<file path="src/rtl/pwrbus_pkg.sv">
package pwrbus_pkg;
  localparam int DATA_W = 32;
  localparam int DEV_W  = 8;
  localparam int OFS_W  = 12;

  // command word bit positions
  localparam int BIT_GO   = 31;
  localparam int BIT_TMO  = 30;
  localparam int BIT_SERR = 29;
  localparam int BIT_BUSY = 28;
  localparam int BIT_DIR  = 20;
  localparam int DEV_LSB  = 12;

  // register index inside a window (byte offset / 4)
  localparam logic [1:0] IDX_CMD  = 2'd0;
  localparam logic [1:0] IDX_WDAT = 2'd1;
  localparam logic [1:0] IDX_BUDG = 2'd2;
  localparam logic [1:0] IDX_RDAT = 2'd3;

  typedef enum logic [1:0] {
    ST_IDLE = 2'd0,
    ST_REQ  = 2'd1,
    ST_RSP  = 2'd2
  } fsm_st_t;
endpackage

</file>
<file path="src/rtl/pwrbus_addr_dec.sv">
module pwrbus_addr_dec #(
  parameter int AW        = 8,
  parameter int NCH       = 2,
  parameter int BASE      = 'hC0,
  parameter int WIN_BYTES = 32
) (
  input  logic [AW-1:0]  addr,
  output logic [NCH-1:0] ch_hit,
  output logic [1:0]     reg_idx
);
  localparam int WIN_LG = $clog2(WIN_BYTES);

  logic inner_ok;

  // only the four aligned words at the bottom of a window decode
  assign inner_ok = (addr[1:0] == 2'b00) && (addr[WIN_LG-1:4] == '0);
  assign reg_idx  = addr[3:2];

  for (genvar c = 0; c < NCH; c++) begin : g_win
    localparam logic [AW-1:0] WB = AW'(BASE + c * WIN_BYTES);
    assign ch_hit[c] = inner_ok && (addr[AW-1:WIN_LG] == WB[AW-1:WIN_LG]);
  end
endmodule

</file>
<file path="src/rtl/pwrbus_chan_fsm.sv">
module pwrbus_chan_fsm
  import pwrbus_pkg::*;
#(
  parameter int CNT_W = 32
) (
  input  logic             clk,
  input  logic             rst,
  input  logic             launch,
  input  logic [CNT_W-1:0] limit,
  input  logic             req_ready,
  input  logic             rsp_valid,
  output logic             busy,
  output logic             req_valid,
  output logic             fin_rsp,
  output logic             fin_tmo
);
  fsm_st_t          st;
  logic [CNT_W-1:0] cnt;
  logic             expire;

  assign expire  = (cnt >= limit);
  assign busy    = (st != ST_IDLE);
  // a reply beats expiry on the same edge
  assign fin_rsp = (st == ST_RSP) && rsp_valid;
  assign fin_tmo = expire && ((st == ST_REQ) || ((st == ST_RSP) && !rsp_valid));

  always_ff @(posedge clk) begin
    if (rst) begin
      st        <= ST_IDLE;
      cnt       <= '0;
      req_valid <= 1'b0;
    end else begin
      case (st)
        ST_IDLE: begin
          if (launch) begin
            st        <= ST_REQ;
            req_valid <= 1'b1;
            cnt       <= '0;
          end
        end
        ST_REQ: begin
          if (expire) begin
            st        <= ST_IDLE;
            req_valid <= 1'b0;
          end else begin
            cnt <= cnt + 1'b1;
            if (req_ready) begin
              st        <= ST_RSP;
              req_valid <= 1'b0;
            end
          end
        end
        ST_RSP: begin
          if (rsp_valid || expire) begin
            st <= ST_IDLE;
          end else begin
            cnt <= cnt + 1'b1;
          end
        end
        default: begin
          st        <= ST_IDLE;
          req_valid <= 1'b0;
        end
      endcase
    end
  end


  req_hold_chk: assert property (@(posedge clk) disable iff (rst)
    (req_valid && !req_ready && !expire) |=> req_valid);


  tmo_drop_chk: assert property (@(posedge clk) disable iff (rst)
    fin_tmo |=> (!busy && !req_valid));


  rsp_end_chk: assert property (@(posedge clk) disable iff (rst)
    fin_rsp |=> !busy);
endmodule

</file>
<file path="src/rtl/pwrbus_chan.sv">
module pwrbus_chan
  import pwrbus_pkg::*;
#(
  parameter int TMO_RESET = 256
) (
  input  logic              clk,
  input  logic              rst,
  input  logic              sel,
  input  logic              we,
  input  logic [1:0]        reg_idx,
  input  logic [DATA_W-1:0] wdata,
  output logic [DATA_W-1:0] rd_word,
  output logic              req_valid,
  input  logic              req_ready,
  output logic              req_write,
  output logic [DEV_W-1:0]  req_dev,
  output logic [OFS_W-1:0]  req_off,
  output logic [DATA_W-1:0] req_wdata,
  input  logic              rsp_valid,
  input  logic [DATA_W-1:0] rsp_rdata,
  input  logic              rsp_err
);
  logic              dir_r;
  logic [DEV_W-1:0]  dev_r;
  logic [OFS_W-1:0]  off_r;
  logic              tmo_f;
  logic              serr_f;
  logic [DATA_W-1:0] wdat_r;
  logic [DATA_W-1:0] budg_r;
  logic [DATA_W-1:0] rdat_r;
  logic              busy;
  logic              fin_rsp;
  logic              fin_tmo;
  logic              cmd_wr;
  logic              launch;
  logic              host_wr;

  assign host_wr = we && sel && !busy;
  assign cmd_wr  = host_wr && (reg_idx == IDX_CMD);
  assign launch  = cmd_wr && wdata[BIT_GO];

  pwrbus_chan_fsm #(.CNT_W(DATA_W)) fsm_i (
    .clk       (clk),
    .rst       (rst),
    .launch    (launch),
    .limit     (budg_r),
    .req_ready (req_ready),
    .rsp_valid (rsp_valid),
    .busy      (busy),
    .req_valid (req_valid),
    .fin_rsp   (fin_rsp),
    .fin_tmo   (fin_tmo)
  );

  always_ff @(posedge clk) begin
    if (rst) begin
      dir_r  <= 1'b0;
      dev_r  <= '0;
      off_r  <= '0;
      tmo_f  <= 1'b0;
      serr_f <= 1'b0;
      wdat_r <= '0;
      budg_r <= DATA_W'(TMO_RESET);
      rdat_r <= '0;
    end else begin
      if (cmd_wr) begin
        dir_r <= wdata[BIT_DIR];
        dev_r <= wdata[DEV_LSB +: DEV_W];
        off_r <= wdata[OFS_W-1:0];
      end
      if (host_wr && (reg_idx == IDX_WDAT)) wdat_r <= wdata;
      if (host_wr && (reg_idx == IDX_BUDG)) budg_r <= wdata;

      if (launch) begin
        tmo_f  <= 1'b0;
        serr_f <= 1'b0;
      end else begin
        if (fin_tmo) tmo_f <= 1'b1;
        if (fin_rsp && rsp_err) serr_f <= 1'b1;
      end
      if (fin_rsp && !rsp_err && !dir_r) rdat_r <= rsp_rdata;
    end
  end

  always_comb begin
    case (reg_idx)
      IDX_CMD:  rd_word = {busy, tmo_f, serr_f, busy, 7'b0, dir_r, dev_r, off_r};
      IDX_WDAT: rd_word = wdat_r;
      IDX_BUDG: rd_word = budg_r;
      default:  rd_word = rdat_r;
    endcase
  end

  assign req_write = dir_r;
  assign req_dev   = dev_r;
  assign req_off   = off_r;
  assign req_wdata = wdat_r;


  busy_cmd_hold_chk: assert property (@(posedge clk) disable iff (rst)
    (busy && we && sel) |=> ($stable(dev_r) && $stable(off_r) && $stable(wdat_r) && $stable(budg_r)));


  serr_keep_chk: assert property (@(posedge clk) disable iff (rst)
    (fin_rsp && rsp_err) |=> ($stable(rdat_r) && serr_f));


  rsp_no_tmo_chk: assert property (@(posedge clk) disable iff (rst)
    fin_rsp |=> !tmo_f);


  req_busy_chk: assert property (@(posedge clk) disable iff (rst)
    req_valid |-> busy);
endmodule

</file>
<file path="src/rtl/pwrbus_cmd_engine.sv">
module pwrbus_cmd_engine
  import pwrbus_pkg::*;
#(
  parameter int AW        = 8,
  parameter int NCH       = 2,
  parameter int BASE      = 'hC0,
  parameter int WIN_BYTES = 32,
  parameter int TMO_RESET = 256
) (
  input  logic                  clk,
  input  logic                  rst,
  input  logic                  host_we,
  input  logic                  host_re,
  input  logic [AW-1:0]         host_addr,
  input  logic [31:0]           host_wdata,
  output logic [31:0]           host_rdata,
  output logic                  host_rvalid,
  output logic [NCH-1:0]        req_valid,
  input  logic [NCH-1:0]        req_ready,
  output logic [NCH-1:0]        req_write,
  output logic [NCH*DEV_W-1:0]  req_dev,
  output logic [NCH*OFS_W-1:0]  req_off,
  output logic [NCH*DATA_W-1:0] req_wdata,
  input  logic [NCH-1:0]        rsp_valid,
  input  logic [NCH*DATA_W-1:0] rsp_rdata,
  input  logic [NCH-1:0]        rsp_err
);
  logic [NCH-1:0]    ch_hit;
  logic [1:0]        reg_idx;
  logic [DATA_W-1:0] chan_word [NCH];
  logic [DATA_W-1:0] rd_mux;

  pwrbus_addr_dec #(
    .AW(AW), .NCH(NCH), .BASE(BASE), .WIN_BYTES(WIN_BYTES)
  ) dec_i (
    .addr    (host_addr),
    .ch_hit  (ch_hit),
    .reg_idx (reg_idx)
  );

  for (genvar c = 0; c < NCH; c++) begin : g_ch
    pwrbus_chan #(.TMO_RESET(TMO_RESET)) chan_i (
      .clk       (clk),
      .rst       (rst),
      .sel       (ch_hit[c]),
      .we        (host_we),
      .reg_idx   (reg_idx),
      .wdata     (host_wdata),
      .rd_word   (chan_word[c]),
      .req_valid (req_valid[c]),
      .req_ready (req_ready[c]),
      .req_write (req_write[c]),
      .req_dev   (req_dev[c*DEV_W +: DEV_W]),
      .req_off   (req_off[c*OFS_W +: OFS_W]),
      .req_wdata (req_wdata[c*DATA_W +: DATA_W]),
      .rsp_valid (rsp_valid[c]),
      .rsp_rdata (rsp_rdata[c*DATA_W +: DATA_W]),
      .rsp_err   (rsp_err[c])
    );
  end

  always_comb begin
    rd_mux = '0;
    for (int c = 0; c < NCH; c++) begin
      if (ch_hit[c]) rd_mux = rd_mux | chan_word[c];
    end
  end

  always_ff @(posedge clk) begin
    if (rst) begin
      host_rdata  <= '0;
      host_rvalid <= 1'b0;
    end else begin
      host_rvalid <= host_re;
      if (host_re) host_rdata <= rd_mux;
    end
  end


  rvalid_follow_chk: assert property (@(posedge clk) disable iff (rst)
    host_rvalid |-> $past(host_re));


  rvalid_onpulse_chk: assert property (@(posedge clk) disable iff (rst)
    host_re |=> host_rvalid);
endmodule

</file>
<file path="config.mk">
export PLATFORM = sky130hd
export DESIGN_NAME = pwrbus_cmd_engine
export DESIGN_NICKNAME = d
export VERILOG_FILES = /design/src/rtl/pwrbus_pkg.sv /design/src/rtl/pwrbus_addr_dec.sv /design/src/rtl/pwrbus_chan_fsm.sv /design/src/rtl/pwrbus_chan.sv /design/src/rtl/pwrbus_cmd_engine.sv
export SDC_FILE = /design/constraint.sdc
export NUM_CORES = 1
export LEC_CHECK = 0
export ABC_AREA = 1
export BUFFER_PORTS_ARGS = -buffer_cell sky130_fd_sc_hd__buf_2
export CAP_MARGIN = 15
export CORE_MARGIN = 5
export CORE_UTILIZATION = 45
export CTS_CLUSTER_SIZE = 28
export DETAILED_ROUTE_END_ITERATION = 12
export GPL_ROUTABILITY_DRIVEN = 0
export HOLD_SLACK_MARGIN = 0.06
export PLACE_DENSITY = 0.79
export SLEW_MARGIN = 20
export SYNTH_ARGS = -nofsm -noshare
export SYNTH_HDL_FRONTEND = slang
export SYNTH_SLANG_ARGS = --single-unit
</file>
<file path="constraint.sdc">
create_clock -name clk -period 2 [get_ports clk]
set_input_delay 0.3 -clock clk [delete_from_list [all_inputs] [get_ports clk]]
set_output_delay 0.3 -clock clk [all_outputs]
set_load 0.02 [all_outputs]
</file>
After elaboration in Yosys (flattened, before gate mapping)
Index checks and enable logic that the tools add are counted.

cells by class
  add/subtract/negate cells = 2
  order comparisons = 2
  eq/ne operators = 18
  multiplexer cells = 30
  bitwise operators = 4
  reductions and logical operators = 55

operators with widths
  cell                                                             count
  32-bit case mux with 3 select lines                              4
  32-bit 2-to-1 mux                                                8
  32-bit by 1-bit adder with 32-bit output, second input constant  2
  32-bit >= comparator                                             2
  32-bit bitwise OR                                                1
  1-bit logical AND                                                27
  2-bit 2-to-1 mux                                                 8
  2-bit != test, second input constant                             6
  2-bit case mux with 3 select lines                               2
  3-bit AND reduction                                              4
  1-bit logical NOT                                                8
  2-bit logical NOT                                                4
  4-bit AND reduction                                              2
  2-bit by 1-bit == test with 1-bit output, second input constant  3
  2-bit == test, second input constant                             3
  3-bit == test, second input constant                             2
  1-bit 2-to-1 mux                                                 6
  3-bit != test, second input constant                             2
  1-bit case mux with 3 select lines                               2
  3-bit nonzero test                                               2
  1-bit logical OR                                                 4
  2-bit by 1-bit != test with 1-bit output, second input constant  2
  2-bit nonzero test                                               2
  2-bit OR reduction                                               2
  1-bit NOT                                                        3

storage, ports and cells
  register bits after elaboration = 341
  input port bits = 114
  output and inout port bits = 141
  logic and storage cells = 135

Depth between registers and ports, before layout
Gate-level depths: netlist (run 1).

  depth in word-level cells = 9
  gate-level depth with buffers = 20
  depth with buffers taken out = 18

Hierarchy
A second synthesis (run 1) with hierarchy kept.

second synthesis, totals
  cells, all modules = 3076
  area total of the unflattened synthesis = 19225.9 um2

by module, submodules not included
  module             instances  cells an instance  area an instance (um2)  seq. area each (um2)
  pwrbus_chan        2          822                5343.9                  2382.3
  pwrbus_chan_fsm    2          573                3417.0                  700.7
  pwrbus_cmd_engine  1          276                1656.6                  660.6
  pwrbus_addr_dec    1          10                 47.5                    0.0

Worst setup path before layout (run 1)
Ideal clock, no wire load.

  kind = register -> register
  from = register g_ch[1].chan_i.fsm_i.cnt[25]
  to = register g_ch[1].chan_i.fsm_i.cnt[14]
  library setup time = 0.114 ns
  arrival = 1.907 ns
  data required time = 1.886 ns
  slack = -0.021 ns
  cell stages (with the launch flop) = 14
  path buffers = 2
  period minus slack after synthesis = 2.021 ns
  cell sequence = dfxtp_1 -> ha_1 -> a21oi_1 -> nor2_1 -> o21ai_1 -> nand2_1 -> nor2_1 -> nand2_1 -> nand2_2 -> nand2_2 -> buf_6 -> buf_4 -> a21oi_1 -> nor2_1

on the way
  word-level cells in the longest chain between the ends = 4
  elaborated cells between the ends (all ways) = 5
  classes of those cells = order compare: 1; eq/ne: 2; reduce/logical: 2

ends and longest elaborated chain
  what                               RTL line               RTL
  start: declaration                 pwrbus_chan_fsm.sv:18  logic [CNT_W-1:0] cnt;
  start signal: assignment           pwrbus_chan_fsm.sv:46  cnt <= cnt + 1'b1;
  start signal: assignment           pwrbus_chan_fsm.sv:57  cnt <= cnt + 1'b1;
  32-bit >= comparator (*)           pwrbus_chan_fsm.sv:21  assign expire = (cnt >= limit);
  1-bit logical OR                   pwrbus_chan_fsm.sv:54  if (rsp_valid || expire) begin
  2-bit != test (no line)            n/a
  4-bit AND reduction (no line) (*)  n/a

Mark *: on every way between the ends. The rest lies on a longest branch, timed or not.
A chain may end at the register's enable or synchronous reset.

Worst setup path in the final report (run 1)
  from = register g_ch[1].chan_i.fsm_i.cnt[29]
  to = register g_ch[1].chan_i.fsm_i.cnt[24]

Same word-level chain as after synthesis.

==> results of run 1 <==
## how the worst max path moves through the flow
stage	from	cells after the start	end
finish	g_ch[1].chan_i.fsm_i.cnt[29]	13	g_ch[1].chan_i.fsm_i.cnt[24]
global route	g_ch[1].chan_i.fsm_i.cnt[0]	16	g_ch[1].chan_i.fsm_i.cnt[24]
CTS	g_ch[1].chan_i.budg_r[10]	18	g_ch[1].chan_i.fsm_i.cnt[11]
detailed placement	g_ch[1].chan_i.budg_r[31]	14	g_ch[1].chan_i.fsm_i.cnt[5]
global placement	g_ch[1].chan_i.budg_r[31]	14	g_ch[1].chan_i.fsm_i.cnt[5]
floorplan	g_ch[1].chan_i.fsm_i.cnt[25]	13	g_ch[1].chan_i.fsm_i.cnt[14]
## sequential cells by signal (all words and copies together) (netlist names)
signal                       count
g_ch.chan_i.fsm_i.cnt           64
host_rdata                      32
g_ch.chan_i.budg_r              64
host_rvalid                      1
g_ch.chan_i.req_off             24
g_ch.chan_i.serr_f               2
g_ch.chan_i.tmo_f                2
g_ch.chan_i.rdat_r              64
g_ch.chan_i.fsm_i.st             4
g_ch.chan_i.fsm_i.req_valid      2
g_ch.chan_i.req_wdata           64
g_ch.chan_i.req_write            2
g_ch.chan_i.req_dev             16
## per-layer routing
metal  global-route usage, %  part of all wire [%]  vias to the layer above  wire, um
met5                       0                     0                        -         0
met4                    15.5                   6.8                        0      4640
met3                    6.27                    11                      377      7190
met2                    46.7                    45                     1352     30800
met1                    35.4                    38                     9271     25600
li1                        -                     -                     9161         -
## cell families (layout without fill, tap and decap cells)
group | after synthesis | after routing
AOI/OAI and AO/OA | 585 | 585
other | 0 | 4
adders and majority gates | 74 | 74
xor gates and xnor gates | 24 | 24
DFF | 341 | 341
buffers and inverters | 455 | 922
muxes | 17 | 17
and+or+nand+nor | 1000 | 1000
## layout make-up
class,count,area (um^2)
timing repair buffer,540,3960
clock inverter,9,106
inverter,317,1200
clock buffer,56,1080
fill,3049,14800
sequential,341,6880
tap,518,648
antenna,4,10.0
multi-input combinational,1700,9970
## cells in the mapped netlist, types with 2 or more instances
| cell | n | share of area, % |
|---|---|---|
| clkinv_1 | 6 | 0.13 |
| or2_2 | 17 | 0.61 |
| buf_4 | 8 | 0.34 |
| dfxtp_1 | 341 | 39 |
| o21a_1 | 3 | 0.13 |
| clkbuf_1 | 106 | 2.3 |
| nor3_4 | 2 | 0.19 |
| nand4_4 | 2 | 0.24 |
| inv_1 | 304 | 6.5 |
| o211ai_1 | 47 | 2.0 |
| nand3_1 | 89 | 2.5 |
| buf_2 | 14 | 0.40 |
| nor2_1 | 456 | 9.7 |
| nor3b_1 | 4 | 0.17 |
| buf_6 | 3 | 0.19 |
| mux2i_1 | 17 | 0.97 |
| ha_1 | 74 | 5.3 |
| a21oi_1 | 190 | 5.4 |
| nand4_1 | 20 | 0.71 |
| o221ai_1 | 49 | 2.4 |
| o22ai_1 | 38 | 1.4 |
| inv_2 | 6 | 0.13 |
| nor4_1 | 3 | 0.11 |
| o21ai_0 | 179 | 5.1 |
| a21o_1 | 7 | 0.30 |
| o2111ai_1 | 3 | 0.15 |
| a211oi_1 | 67 | 2.9 |
| nand2_2 | 3 | 0.11 |
| buf_1 | 7 | 0.15 |
| xor2_1 | 23 | 1.1 |
| nand2_1 | 351 | 7.5 |
| nor3_1 | 46 | 1.3 |
## power by group through the flow
stage               combinational [mW]  clock [mW]  sequential, mW
detailed placement                7.45           0            7.99
finish                            9.91        6.86            8.04
floorplan                         4.62           0            8.09
global placement                  7.16           0            7.98
global route                      10.7        7.18            8.08
CTS                               7.86        6.85            7.88
## worst reg2reg max path, stage by stage, from the launching register on
cell,delay [ps]
dfxtp_1,370
ha_4,290
nand2_1,90
nor2_4,100
nand4_1,150
nor2_1,170
nand2_2,80
nand2_2,90
nand2_4,80
nand2_8,140
buf_8,170
nand2_1,80
nand2_1,80
nor2_1,40
## metrics by stage
step | total power [mW] | instance area [um^2] | hold WS [ps] | std cells
finish | 24.8 | 23800 | 71.4 | 3485
detailed placement | 15.4 | 20800 | 437 | 3342
floorplan | 12.7 | 17600 | 424 | 2496
CTS | 22.6 | 22800 | 62.0 | 3471
global route | 26.0 | 23800 | 80.3 | 3485
global placement | 15.1 | 20800 | 432 | 3342
## repair_timing
item | CTS | global route
endpoints found under the setup margin | 67 | 70
buffers inserted | 0 | 5
gates resized for setup | 42 | 262
hold endpoints to repair | 64 | 0
cloned | 0 | 5
hold buffers | 64 | 0
pin swaps | 17 | 77
==> reports/metrics.cfg, run 1 <==
[hold_path]
hp-class = in -> reg
hp-start = rsp_err[0]
holdPathEnd = g_ch[0].chan_i.serr_f
hold_depth = 3

[critical_path]
critPathBufInv = 1
setup.worst_path.class = reg -> reg
worst-r2r-setup-slack_ps = -50
worst-path-max-fanout = 16
cp_slowest_stage_delay_ps = 370
r2r_start = g_ch[1].chan_i.fsm_i.cnt[29]
setup.worst_path.end_class = flip-flop
cp.arrival_ps = 2490
critical_path.top_delay_family = simple AND/OR/NAND/NOR gates
rr_endpoint = g_ch[1].chan_i.fsm_i.cnt[24]
cp_cell_sequence = ha_4 -> nand2_1 -> nor2_4 -> nand4_1 -> nor2_1 -> nand2_2 -> nand2_2 -> nand2_4 -> nand2_8 -> buf_8 -> nand2_1 -> nand2_1 -> nor2_1
start_kind = flip-flop
crit_top_cell = nand2_1
crit_required_ps = 2440
crit_slowest_cell = dfxtp_1
reg2regPathDepth = 13

[clocking]
clock_latency_ps = 550
cts_tree = built
htree_levels = 2
cts_inserted_buffers = 37
clockBufferDepth = 3
clock-sinks = 341
clkTransAtPathRegs_ps = 60
cts_root_buf = clkbuf_16

[yosys]
yosysSeqAreaShare_pct = 38.9
syn-num-nets = 2684
synth_top_family_by_area = simple AND/OR/NAND/NOR gates
yosys_warnings = 0
synthSimpleGateAreaFrac_pct = 23.7
synth_adder_area_share_pct = 5.27
synth_flop_cell = dfxtp_1
synth-compound-area-share_pct = 19.9
syn_avg_cell_area_um2 = 7.03
syn_inst = 2496
syn-cell-area_um2 = 17600
synthMuxAreaShare_pct = 0.969
synth_seq_cells = 341
ys_types = 43
synth_xor_area_share_pct = 1.20
synth_edf_count = 0
ys_async_sr_fraction_pct = 0

[outcome]
violations = setup timing
outcome = finished with violations

[route]
viasPerCell = 5.79
via_count = 20200
wl_um = 68300
firstDrtPassIters = 8
drtAntennaViolNets = 0
detail_route.iter0.violations = 2540
wire_per_inst_um = 19.6
drcViolationCount = 0

[job]
cap_violations = 0

[floorplan]
initial_core_util_pct = 45.4
dieHeight_um = 208
fp.dieW_um = 208
rows = 72
placeableCoreArea_um2 = 38600
die_area_um2 = 43100
ioPinCount = 255

[global_route]
grt_overflow = 0
grt_pass1_wl_um = 101000
antenna_found_initial = 4
grt_usage_pct = 28.6
first_global_vias = 19100
grt_max_degree = 97

[pwr]
combPwrFrac_pct = 39.9
power_frac_clock_pct = 27.7
p_leak_nw = 10.6
p_int_mw = 15.6
ir_drop_uv = 621
switchingPower_mw = 9.25
p_seq_share_pct = 32.4
switching_share_pct = 37.3
power.density_nw_per_um2 = 1040

[timing]
rsz0062_at_grt = true
timing.fmax_mhz = 488
fin_tns_setup_ps = -300
hold_viol = 0
finalMaxSlewViolations = 0
period_share_pct = 102
skew_ps = 17.9
setup_violations = 15
min_period_ps = 2050
slew-limit-headroom_pct = 60.7
setup_ws_ps = -49.1
worst_pin_slew_ps = 586

[finish]
areaGrowthSynthToFinish_pct = 35.8
drive_gt1_share_pct = 27.5
final_nets = 3125
final_common_cell = nor2_1
final_core_util_pct = 61.7
mostFrequentLayoutCells = nor2_1 (398), nand2_1 (313), dfxtp_1 (301), inv_1 (267), buf_2 (253)

[place]
dp_hpwl_um = 46400
dp_slack_ps = -106
io_buffers = 254

(Power assumes the default switching activity.)
==> run 2, diff against run 1 <==
- PLACE_DENSITY: 0.79 -> 0.68
==> reports/metrics.cfg, run 2 (synthesis results as in run 1) <==
[critical_path]
worst-r2r-setup-slack_ps = -50  ; about the same
setup.worst_path.end_class = flip-flop
reg2regPathDepth = 14  ; +1
start_kind = flip-flop
worst-path-max-fanout = 5  ; -11
r2r_start = g_ch[1].chan_i.budg_r[28]
crit_start = g_ch[1].chan_i.budg_r[28]
setup.worst_path.class = reg -> reg
cp.arrival_ps = 2500  ; about the same
rr_endpoint = g_ch[1].chan_i.fsm_i.cnt[11]
crit_required_ps = 2440  ; about the same

[timing]
hold_viol = 0  ; unchanged
skew_ps = 21.9  ; +4.04 ps
setup_violations = 9  ; -6
period_share_pct = 103  ; +0.26 points
finalMaxSlewViolations = 0  ; unchanged
whs_ps = 74.0  ; +2.57 ps
slew-limit-headroom_pct = 56.6  ; -4.1 points
worst_pin_slew_ps = 651  ; +65.3 ps
min_period_ps = 2050  ; +5.27 ps
rsz0062_at_grt = true
setup_ws_ps = -54.3  ; -5.27 ps
timing.fmax_mhz = 487  ; -0.26%

[finish]
mostFrequentLayoutCells = nor2_1 (405), dfxtp_1 (307), nand2_1 (288), inv_1 (275), buf_2 (253)
stdcell_area_um2 = 24300  ; +1.8%
final.fill_count = 3246  ; +6.5%
drive_gt1_share_pct = 28.7  ; +1.2 points
antenna_cells = 0  ; -4
final_core_util_pct = 62.8  ; +1.1 points
areaGrowthSynthToFinish_pct = 38.2
final_common_cell = nor2_1
final_nets = 3140  ; +0.48%

[place]
dp_hpwl_um = 47800  ; +2.9%
io_buffers = 254  ; unchanged
post_dp_cell_area_um2 = 20800  ; about the same

[clocking]
cts_root_buf = clkbuf_16
htree_levels = 2  ; unchanged
clock_latency_ps = 570  ; +20 ps
clock-sinks = 341  ; unchanged
cts_tree = built
clockBufferDepth = 3  ; unchanged
cts_inserted_buffers = 40  ; +8.1%
clkTransAtPathRegs_ps = 60  ; about the same

[floorplan]
rows = 72  ; unchanged
fp.dieW_um = 208  ; unchanged
die_area_um2 = 43100  ; unchanged
dieHeight_um = 208  ; unchanged
ioPinCount = 255  ; unchanged
initial_core_util_pct = 45.4  ; unchanged
placeableCoreArea_um2 = 38600  ; unchanged

[pwr]
p_leak_nw = 10.8  ; +1.7%
power.density_nw_per_um2 = 1060  ; +2.0%
ir_drop_uv = 799  ; +29%
p_total_mw = 25.7  ; +3.8%

[outcome]
outcome = finished with violations
violations = setup timing

[hold_path]
holdPathEnd = g_ch[0].chan_i.rdat_r[25]
hp-start = rsp_rdata[25]
hold_depth = 3  ; unchanged
hp-class = in -> reg

[route]
firstDrtPassIters = 6  ; -2
detail_route.iter0.violations = 1696  ; -33%
drcViolationCount = 0  ; unchanged
via_count = 19700  ; -2.3%
viasPerCell = 5.63  ; -2.7%
wire_per_inst_um = 19.6  ; about the same
wl_um = 68600  ; +0.51%
drtAntennaViolNets = 0  ; unchanged

[global_route]
antenna_found_initial = 0  ; -4
grt_pass1_wl_um = 101000  ; about the same
first_global_vias = 18300  ; -4.5%
grt_usage_pct = 28.9  ; +0.32 points
grt_max_degree = 97  ; unchanged
grt_overflow = 0  ; unchanged

[job]
cap_violations = 0  ; unchanged

run 2: routing by layer:
layer,share of wire [%],vias up,GRT usage [%]
met5,0,-,0
met1,40,9199,38.1
li1,-,9201,-
met4,5.6,0,13.6
met3,8.3,271,4.23
met2,46,1032,47.0
run 2: final cells by class:
type,instances,area (um^2),area share (%)
well taps,518,648,2.67
flip-flops and latches,341,6870,28.3
inverters,317,1200,4.96
clock buffers,57,1140,4.72
clock inverters,16,175,0.722
repair buffers,551,4130,17.0
multi-input cells,1701,10100,41.6
run 2: worst max-delay path: stages, from the launching register on:
cell,delay (ps)
dfxtp_1,300
inv_1,60
ha_1,270
nand2_1,80
nor2_4,90
nand4_1,180
nor2_1,190
nand2_2,90
nand2_2,90
nand2_4,100
nand2_8,140
buf_8,140
nand2_2,70
nand2_2,90
nor2_4,50
run 2: how the worst max path moves through the flow:
| stage | endpoint | slack, ps | cells past startpoint |
|---|---|---|---|
| after floorplan | g_ch[1].chan_i.fsm_i.cnt[14] | 20 | 13 |
| after CTS | g_ch[1].chan_i.fsm_i.cnt[1] | 5 | 16 |
| after global placement | g_ch[0].chan_i.fsm_i.cnt[2] | -30 | 12 |
| after detailed placement | g_ch[0].chan_i.fsm_i.cnt[2] | -90 | 12 |
| final | g_ch[1].chan_i.fsm_i.cnt[11] | -50 | 14 |
| after global routing | g_ch[1].chan_i.fsm_i.cnt[11] | -160 | 16 |
run 2: per-stage QoR:
step / setup slack [ps] / instances / setup TNS [ps]
after floorplan: 16.6 / 2496 / 0
after global routing: -158 / 3501 / -5030
after CTS: 5.23 / 3482 / 0
final: -54.3 / 3501 / -129
after detailed placement: -89.3 / 3346 / -2470
after global placement: -31.4 / 3346 / -220
run 2: power by group:
part / internal [mW] / switching, mW
logic: 4.46 / 5.93
clock network: 4.29 / 3.06
registers: 7.45 / 0.548
run 2: what timing repair did:
item / CTS / global route
buffers inserted: 0 / 9
endpoints found under the hold margin: 63 / 0
pin swaps: 8 / 60
gates cloned: 0 / 11
endpoints found under the setup margin: 61 / 93
gates resized for setup: 24 / 301
hold buffers: 63 / 0
